File: config.mk
export PLATFORM = sky130hd
export DESIGN_NAME = ratio_detect
export DESIGN_NICKNAME = d
export VERILOG_FILES = /design/src/rtl/ratio_detect.sv
export SDC_FILE = /design/constraint.sdc
export NUM_CORES = 1
export LEC_CHECK = 0
export BUFFER_PORTS_ARGS = -buffer_cell sky130_fd_sc_hd__buf_4
export CORE_AREA = 2 2 55 57
export CTS_CLUSTER_DIAMETER = 50
export DETAILED_ROUTE_END_ITERATION = 8
export DIE_AREA = 0 0 57 59
export HOLD_SLACK_MARGIN = 0.08
export SLEW_MARGIN = 20
export SYNTH_ARGS = -nofsm -noshare
export SYNTH_HDL_FRONTEND = slang
export SYNTH_SLANG_ARGS = --single-unit
export TNS_END_PERCENT = 50
File: constraint.sdc
create_clock -name clk -period 3.2 [get_ports clk]
set_clock_uncertainty 0.15 [all_clocks]
set_input_delay 0.48 -clock clk [delete_from_list [all_inputs] [get_ports clk]]
set_output_delay 0.48 -clock clk [all_outputs]
set_load 0.01 [all_outputs]
File: src/rtl/ratio_detect.sv
module ratio_detect #(
  parameter int NOM_LO  = 256,
  parameter int NOM_MID = 384,
  parameter int NOM_HI  = 512,
  parameter int TOL     = 2,
  parameter int TMO     = 1024
) (
  input  logic       clk,
  input  logic       rst_n,
  input  logic       lrclk,
  output logic [1:0] ratio_code,
  output logic       clk_ok,
  output logic       loc_pulse
);
  localparam int CW = $clog2(TMO + 1);
  localparam logic [CW-1:0] CNT_SAT  = CW'(TMO);
  localparam logic [CW-1:0] CNT_LAST = CW'(TMO - 1);

  logic          lr_q;
  logic [CW-1:0] cnt;
  logic [1:0]    meas, prev;

  function automatic logic near(input logic [CW-1:0] c, input int nom);
    return (int'(c) >= nom - TOL) && (int'(c) <= nom + TOL);
  endfunction

  always_comb begin
    if      (near(cnt, NOM_LO))  meas = 2'd0;
    else if (near(cnt, NOM_MID)) meas = 2'd1;
    else if (near(cnt, NOM_HI))  meas = 2'd2;
    else                         meas = 2'd3;
  end

  wire rise    = lrclk & ~lr_q;
  wire stall   = ~rise && (cnt == CNT_LAST);
  wire change  = clk_ok && (meas != ratio_code);
  wire bad_new = (meas == 2'd3) && (prev != 2'd3);
  wire qualify = (meas != 2'd3) && (meas == prev);

  always_ff @(posedge clk) begin
    if (!rst_n) begin
      lr_q       <= 1'b0;
      cnt        <= CNT_SAT;
      prev       <= 2'd3;
      ratio_code <= 2'd3;
      clk_ok     <= 1'b0;
      loc_pulse  <= 1'b0;
    end else begin
      lr_q      <= lrclk;
      loc_pulse <= 1'b0;
      if (rise) begin
        cnt       <= CW'(1);
        prev      <= meas;
        loc_pulse <= change | bad_new;
        if (qualify) begin
          clk_ok     <= 1'b1;
          ratio_code <= meas;
        end else begin
          clk_ok     <= 1'b0;
          ratio_code <= 2'd3;
        end
      end else if (cnt != CNT_SAT) begin
        cnt <= cnt + CW'(1);
        if (stall) begin
          loc_pulse  <= 1'b1;
          clk_ok     <= 1'b0;
          ratio_code <= 2'd3;
          prev       <= 2'd3;
        end
      end
    end
  end
endmodule


==> results of run 1 <==
## report_power, final
group	total, mW	switching, mW	internal (mW)
Clock	0.110	0.0663	0.0437
Sequential	0.239	0.00899	0.230
Combinational	0.0466	0.0288	0.0178
## cells by family after synthesis
kind of cell	Yosys count	share of synthesized area (%)
AOI/OAI and AO/OA	26	19.6
buffers and inverters	12	4.27
xor gates and xnor gates	10	8.30
adders and majority gates	3	3.56
and+or+nand+nor	55	27.2
muxes	3	2.97
DFF	18	34.2
## metrics by stage
step / instances / total power [mW] / hold slack [ns]
6_report: 158 / 0.395 / 0.254
3_3_place_gp: 155 / 0.289 / 0.380
4_1_cts: 158 / 0.402 / 0.244
5_1_grt: 158 / 0.418 / 0.268
2_1_floorplan: 127 / 0.277 / 0.345
3_5_place_dp: 155 / 0.290 / 0.415
## cell usage in the layout, fill, tap and decap left out, types with 2 or more instances in the layout
master	count
or4_4	2
a32o_1	2
and2_1	3
clkbuf_4	3
buf_4	6
inv_1	3
nand4_1	3
nor2_1	15
xor2_1	8
o2111ai_1	2
o22ai_1	4
o21ai_0	3
a21boi_0	2
nor3_1	3
nand2b_1	2
nand3_1	5
nand2_1	13
ha_1	3
o211ai_1	2
xnor2_1	2
mux2i_1	2
nor4_1	2
dfxtp_1	18
## per-layer routing
metal / global-route usage, % / up-vias / wire length, µm
li1: - / 462 / -
met1: 21.2 / 429 / 1080
met2: 22.8 / 30 / 989
met3: 2.40 / 2 / 139
met4: 5.32 / 0 / 19
met5: 0 / - / 0
## state kept, by name (all words and copies together), names as in the netlist
name        cells
ratio_code      2
clk_ok          1
loc_pulse       1
prev            2
cnt            11
lr_q            1
## layout make-up
class / count / area (µm²) / area share (%)
multi-input cells: 97 / 649 / 57.6
flip-flops and latches: 18 / 360 / 32.0
repair buffers: 6 / 45.0 / 4.00
well taps: 31 / 38.8 / 3.44
clock buffers: 3 / 22.5 / 2.00
inverters: 3 / 11.3 / 0.999
## critical path: stages, from the launching register on
cell     delay, ns
dfxtp_1       0.37
or4_4         0.58
or4_4         0.51
o32ai_2       0.18
nor2_1        0.17
mux2i_1       0.15
o311a_1       0.29
## how the worst max path moves through the flow
stage	end	startpoint	cells after the start	slack [ns]
after global placement	loc_pulse	cnt[2]	6	0.77
after detailed placement	loc_pulse	cnt[2]	6	0.73
after CTS	loc_pulse	cnt[2]	6	0.72
after global routing	loc_pulse	cnt[2]	6	0.59
after floorplan	loc_pulse	cnt[2]	6	0.83
final	loc_pulse	cnt[2]	6	0.70
==> metrics.cfg, run 1 <==
[outcome]
status=finished, final reports clean

[place]
place_congestion=0.753
numPortBuffers=6
dp_hpwl_um=1630
placed_cell_area_mm2=0.00110
place_ws_ns=0.727

[synth]
ys_seq_area_share_pct=34.2
synth.area.top_cells=dfxtp_1 (34%), xor2_1 (6.6%), nor2_1 (5.3%)
synth_common_cells=dfxtp_1 (18), nor2_1 (15), nand2_1 (13)
synth_edf_count=0
synth.most_common_cell=dfxtp_1
synth_cell_type_count=41
async_reset_ff_share_pct=0
syn_inst=127
syn_area_mm2=0.00105
synth_top_area_share_pct=34.2
ys_ff_latch=18
synth_fp_nets=133
synth_ff_type=dfxtp_1
synth_largest_area_cell=dfxtp_1
yosys_warnings=0
synth.avg_cell_area_um2=8.31

[worst_hold_path]
hold_start=lrclk
hold_depth=2
whs_endpoint=lr_q
hp-class=in2reg

[finish]
fill_cells=314
final_layout_size_suffix_gt1_share_pct=11.0
diodes=0
syn_to_final_growth_pct=6.88
nets=135
finalInstanceArea_mm2=0.00113
final_util_pct=41.6

[floorplan]
dieArea_mm2=0.00336
core_area_mm2=0.00271
die_h_um=59
initial_core_util_pct=38.9
dieWidth_um=57
fp-row-count=19
ios=7

[clock_network]
htree_levels=1
clk_pin_slew_ns=0.10
cts.sinks=18
cts_buffers=3
cts_tree=done
clock_latency_ns=0.29
post_cts_resized=0
hold_buffers=0
cts-root-buf=clkbuf_4
cts_setup_buffers=0
clock_path_buffers=2

[setup_path]
worstPathArrival_ns=2.53
criticalPathCategory=reg2reg
regToRegEndpoint=loc_pulse
rrSetupSlack_ns=0.70
critPathLaunchType=register
crit_fanout=6
cp-end-kind=register
reg2reg_depth=6
reg2reg_from=cnt[2]
cp_data_required_time_ns=3.24

[timing]
slew_violations=0
max_slew.worst_pin.slew_ns=0.442
rsz0062_at_grt=false
relSlewSlack_pct=70.3
worst_slack_ns=0.704
hold_viol_final=0
setup-tns-final_ns=0
setup_violations=0
min_period_ns=2.50
fmax_mhz=401
post-route-period-util_pct=78.0

[detailed_routing]
ant_nets=0
via_per_inst=5.84
first_pass_iters=4
drtIter0Drc=14
vias=923
finalWirelength_um=2230
drc=0
wl_per_cell_um=14.1

[power_and_ir_drop]
p_per_area_mw_per_mm2=351
p_leak_nw=0.405
peakVddDrop_uv=168

[global_routing]
grt_usage_pct=14.9
grt_pass1_vias=853
grt_first_pass_wirelength_um=3940
grt_overflow=0
grt_max_degree=13
grt_antenna_before_repair=0

[run]
max_cap_violations=0

(Power assumes the default switching activity.)
==> inputs of run 2 (changes only) <==
Clock period 3.2 ns to 2.35 ns, I/O delays scaled along.
==> metrics.cfg, run 2 (synthesized netlist as in run 1, its figures left out) <==
[finish]
fill_cells=283  ; -9.9%
layout_common_cells=dfxtp_1 (18), nor2_1 (15), nand2_1 (13)
final_common_cell=dfxtp_1
reg_top3=cnt x11, prev x2, ratio_code x2
largest_register_ffs=11  ; unchanged
final_util_pct=45.5  ; +3.9 points
syn_to_final_growth_pct=16.8
final_layout_size_suffix_gt1_share_pct=18.5  ; +7.5 points
nets=142  ; +5.2%
diodes=0  ; unchanged
finalInstanceArea_mm2=0.00123  ; +9.3%
largest-register=cnt
seq_area_um2=360  ; unchanged
multiInputGateArea_um2=684  ; +5.4%

[setup_path]
crit_fanout=3  ; -3
slowest_delay_ns=0.53  ; -0.05 ns
crit_chain=or4_4 -> or4b_4 -> a21oi_4 -> o2111ai_2 -> o2111a_1 -> o311a_1
critPathLaunchType=register
cp_data_required_time_ns=2.39  ; -0.85 ns
crit_buf_inv=0  ; unchanged
cp-end-kind=register
criticalPathCategory=reg2reg
critPathTopFamily=simple AND/OR/NAND/NOR gates
worstPathArrival_ns=2.40  ; -0.13 ns
cp_slowest_cell=or4_4

[outcome]
status=finished, violations left
violations=setup timing

[detailed_routing]
via_per_inst=5.80  ; -0.69%
first_pass_iters=4  ; unchanged
drc=0  ; unchanged
drtIter0Drc=37  ; +23
finalWirelength_um=2320  ; +4.1%
wl_met3_um=124  ; -11%
wl_per_cell_um=14.0  ; -0.89%
met1Wirelength_um=1110  ; +2.7%
vias=963  ; +4.3%
wl_met2_um=1050  ; +5.7%
maxUsedRoutingLayer=met4
ant_nets=0  ; unchanged

[global_routing]
grt_first_pass_wirelength_um=3980  ; +1.1%
grt_pass1_vias=922  ; +8.1%
grt_overflow=0  ; unchanged
grt_antenna_before_repair=0  ; unchanged
grt_usage_pct=15.3  ; +0.38 points
grt_max_degree=13  ; unchanged

[clock_network]
clock_latency_ns=0.29  ; about the same
cts_buffers=3  ; unchanged
clock_path_buffers=2  ; unchanged
clk_pin_slew_ns=0.10  ; about the same
cts-root-buf=clkbuf_4
cts_tree=done
htree_levels=1  ; unchanged
cts.sinks=18  ; unchanged
hold_buffers=0  ; unchanged

[power_and_ir_drop]
p_per_area_mw_per_mm2=473  ; +35%
p_leak_nw=0.460  ; +14%
power_uw=583  ; +47%
peakVddDrop_uv=278  ; +65%

[floorplan]
ios=7  ; unchanged
dieWidth_um=57  ; unchanged
core_area_mm2=0.00271  ; unchanged
fp-row-count=19  ; unchanged
die_h_um=59  ; unchanged
dieArea_mm2=0.00336  ; unchanged
initial_core_util_pct=38.9  ; unchanged

[timing]
max_slew.worst_pin.slew_ns=0.485  ; +0.0428 ns
worst_slack_ns=-0.0130  ; -0.717 ns
relSlewSlack_pct=67.3  ; -3.0 points
setup_violations=1  ; +1
slew_violations=0  ; unchanged
setup-tns-final_ns=-0.0130  ; -0.0130 ns
fmax_mhz=423  ; +5.6%
post-route-period-util_pct=101  ; +23 points
min_period_ns=2.36  ; -0.133 ns
hold_viol_final=0  ; unchanged
rsz0062_at_grt=true

[place]
dp_hpwl_um=1720  ; +5.6%
placed_cell_area_mm2=0.00116  ; +4.8%
place_congestion=0.838  ; +11%
numPortBuffers=6  ; unchanged

[worst_hold_path]
hp-class=in2reg

[run]
max_cap_violations=0  ; unchanged

==> run 2: layer usage <==
layer | up-vias | track usage [%]
met4 | 0 | 8.31
met2 | 24 | 24.1
li1 | 478 | -
met5 | - | 0
met1 | 457 | 20.1
met3 | 4 | 2.18
==> run 2: final timing paths <==
path               start        end  slack, ns  cells after the start
setup reg to reg  cnt[2]  loc_pulse      -0.01                      6
hold reg to reg   cnt[5]     cnt[5]       0.41                      2
hold / removal     lrclk       lr_q       0.12                      2
setup / recovery  cnt[2]  loc_pulse      -0.01                      6
==> run 2: what timing repair did <==
item / CTS / global route
cloned: 0 / 0
setup buffers: 0 / 0
gates resized for setup: 2 / 4
pin swaps: 2 / 4
setup endpoints to repair: 1 / 4
==> run 2: cell type report <==
cell class,count,share of cell area [%]
Timing Repair Buffer,13,8.22
Multi-Input combinational cell,97,55.5
Sequential cell,18,29.2
Clock buffer,4,2.94
Inverter,3,0.914
Tap cell,31,3.15
==> run 2: power breakdown <==
| part | switching, mW | internal (mW) | leakage, nW | total [mW] |
|---|---|---|---|---|
| Combinational | 0.0442 | 0.0286 | 0.293 | 0.0727 |
| Clock | 0.0939 | 0.0944 | 0.0210 | 0.188 |
| Sequential | 0.00855 | 0.313 | 0.146 | 0.322 |
==> run 2: stage by stage <==
stage	instances	hold WS, ns	setup slack, ns
final	166	0.121	-0.0130
after global placement	162	0.391	0.00905
after CTS	166	0.113	-0.0471
after floorplan	127	0.324	-0.0184
after global routing	166	0.105	-0.0841
after detailed placement	162	0.394	-0.0437
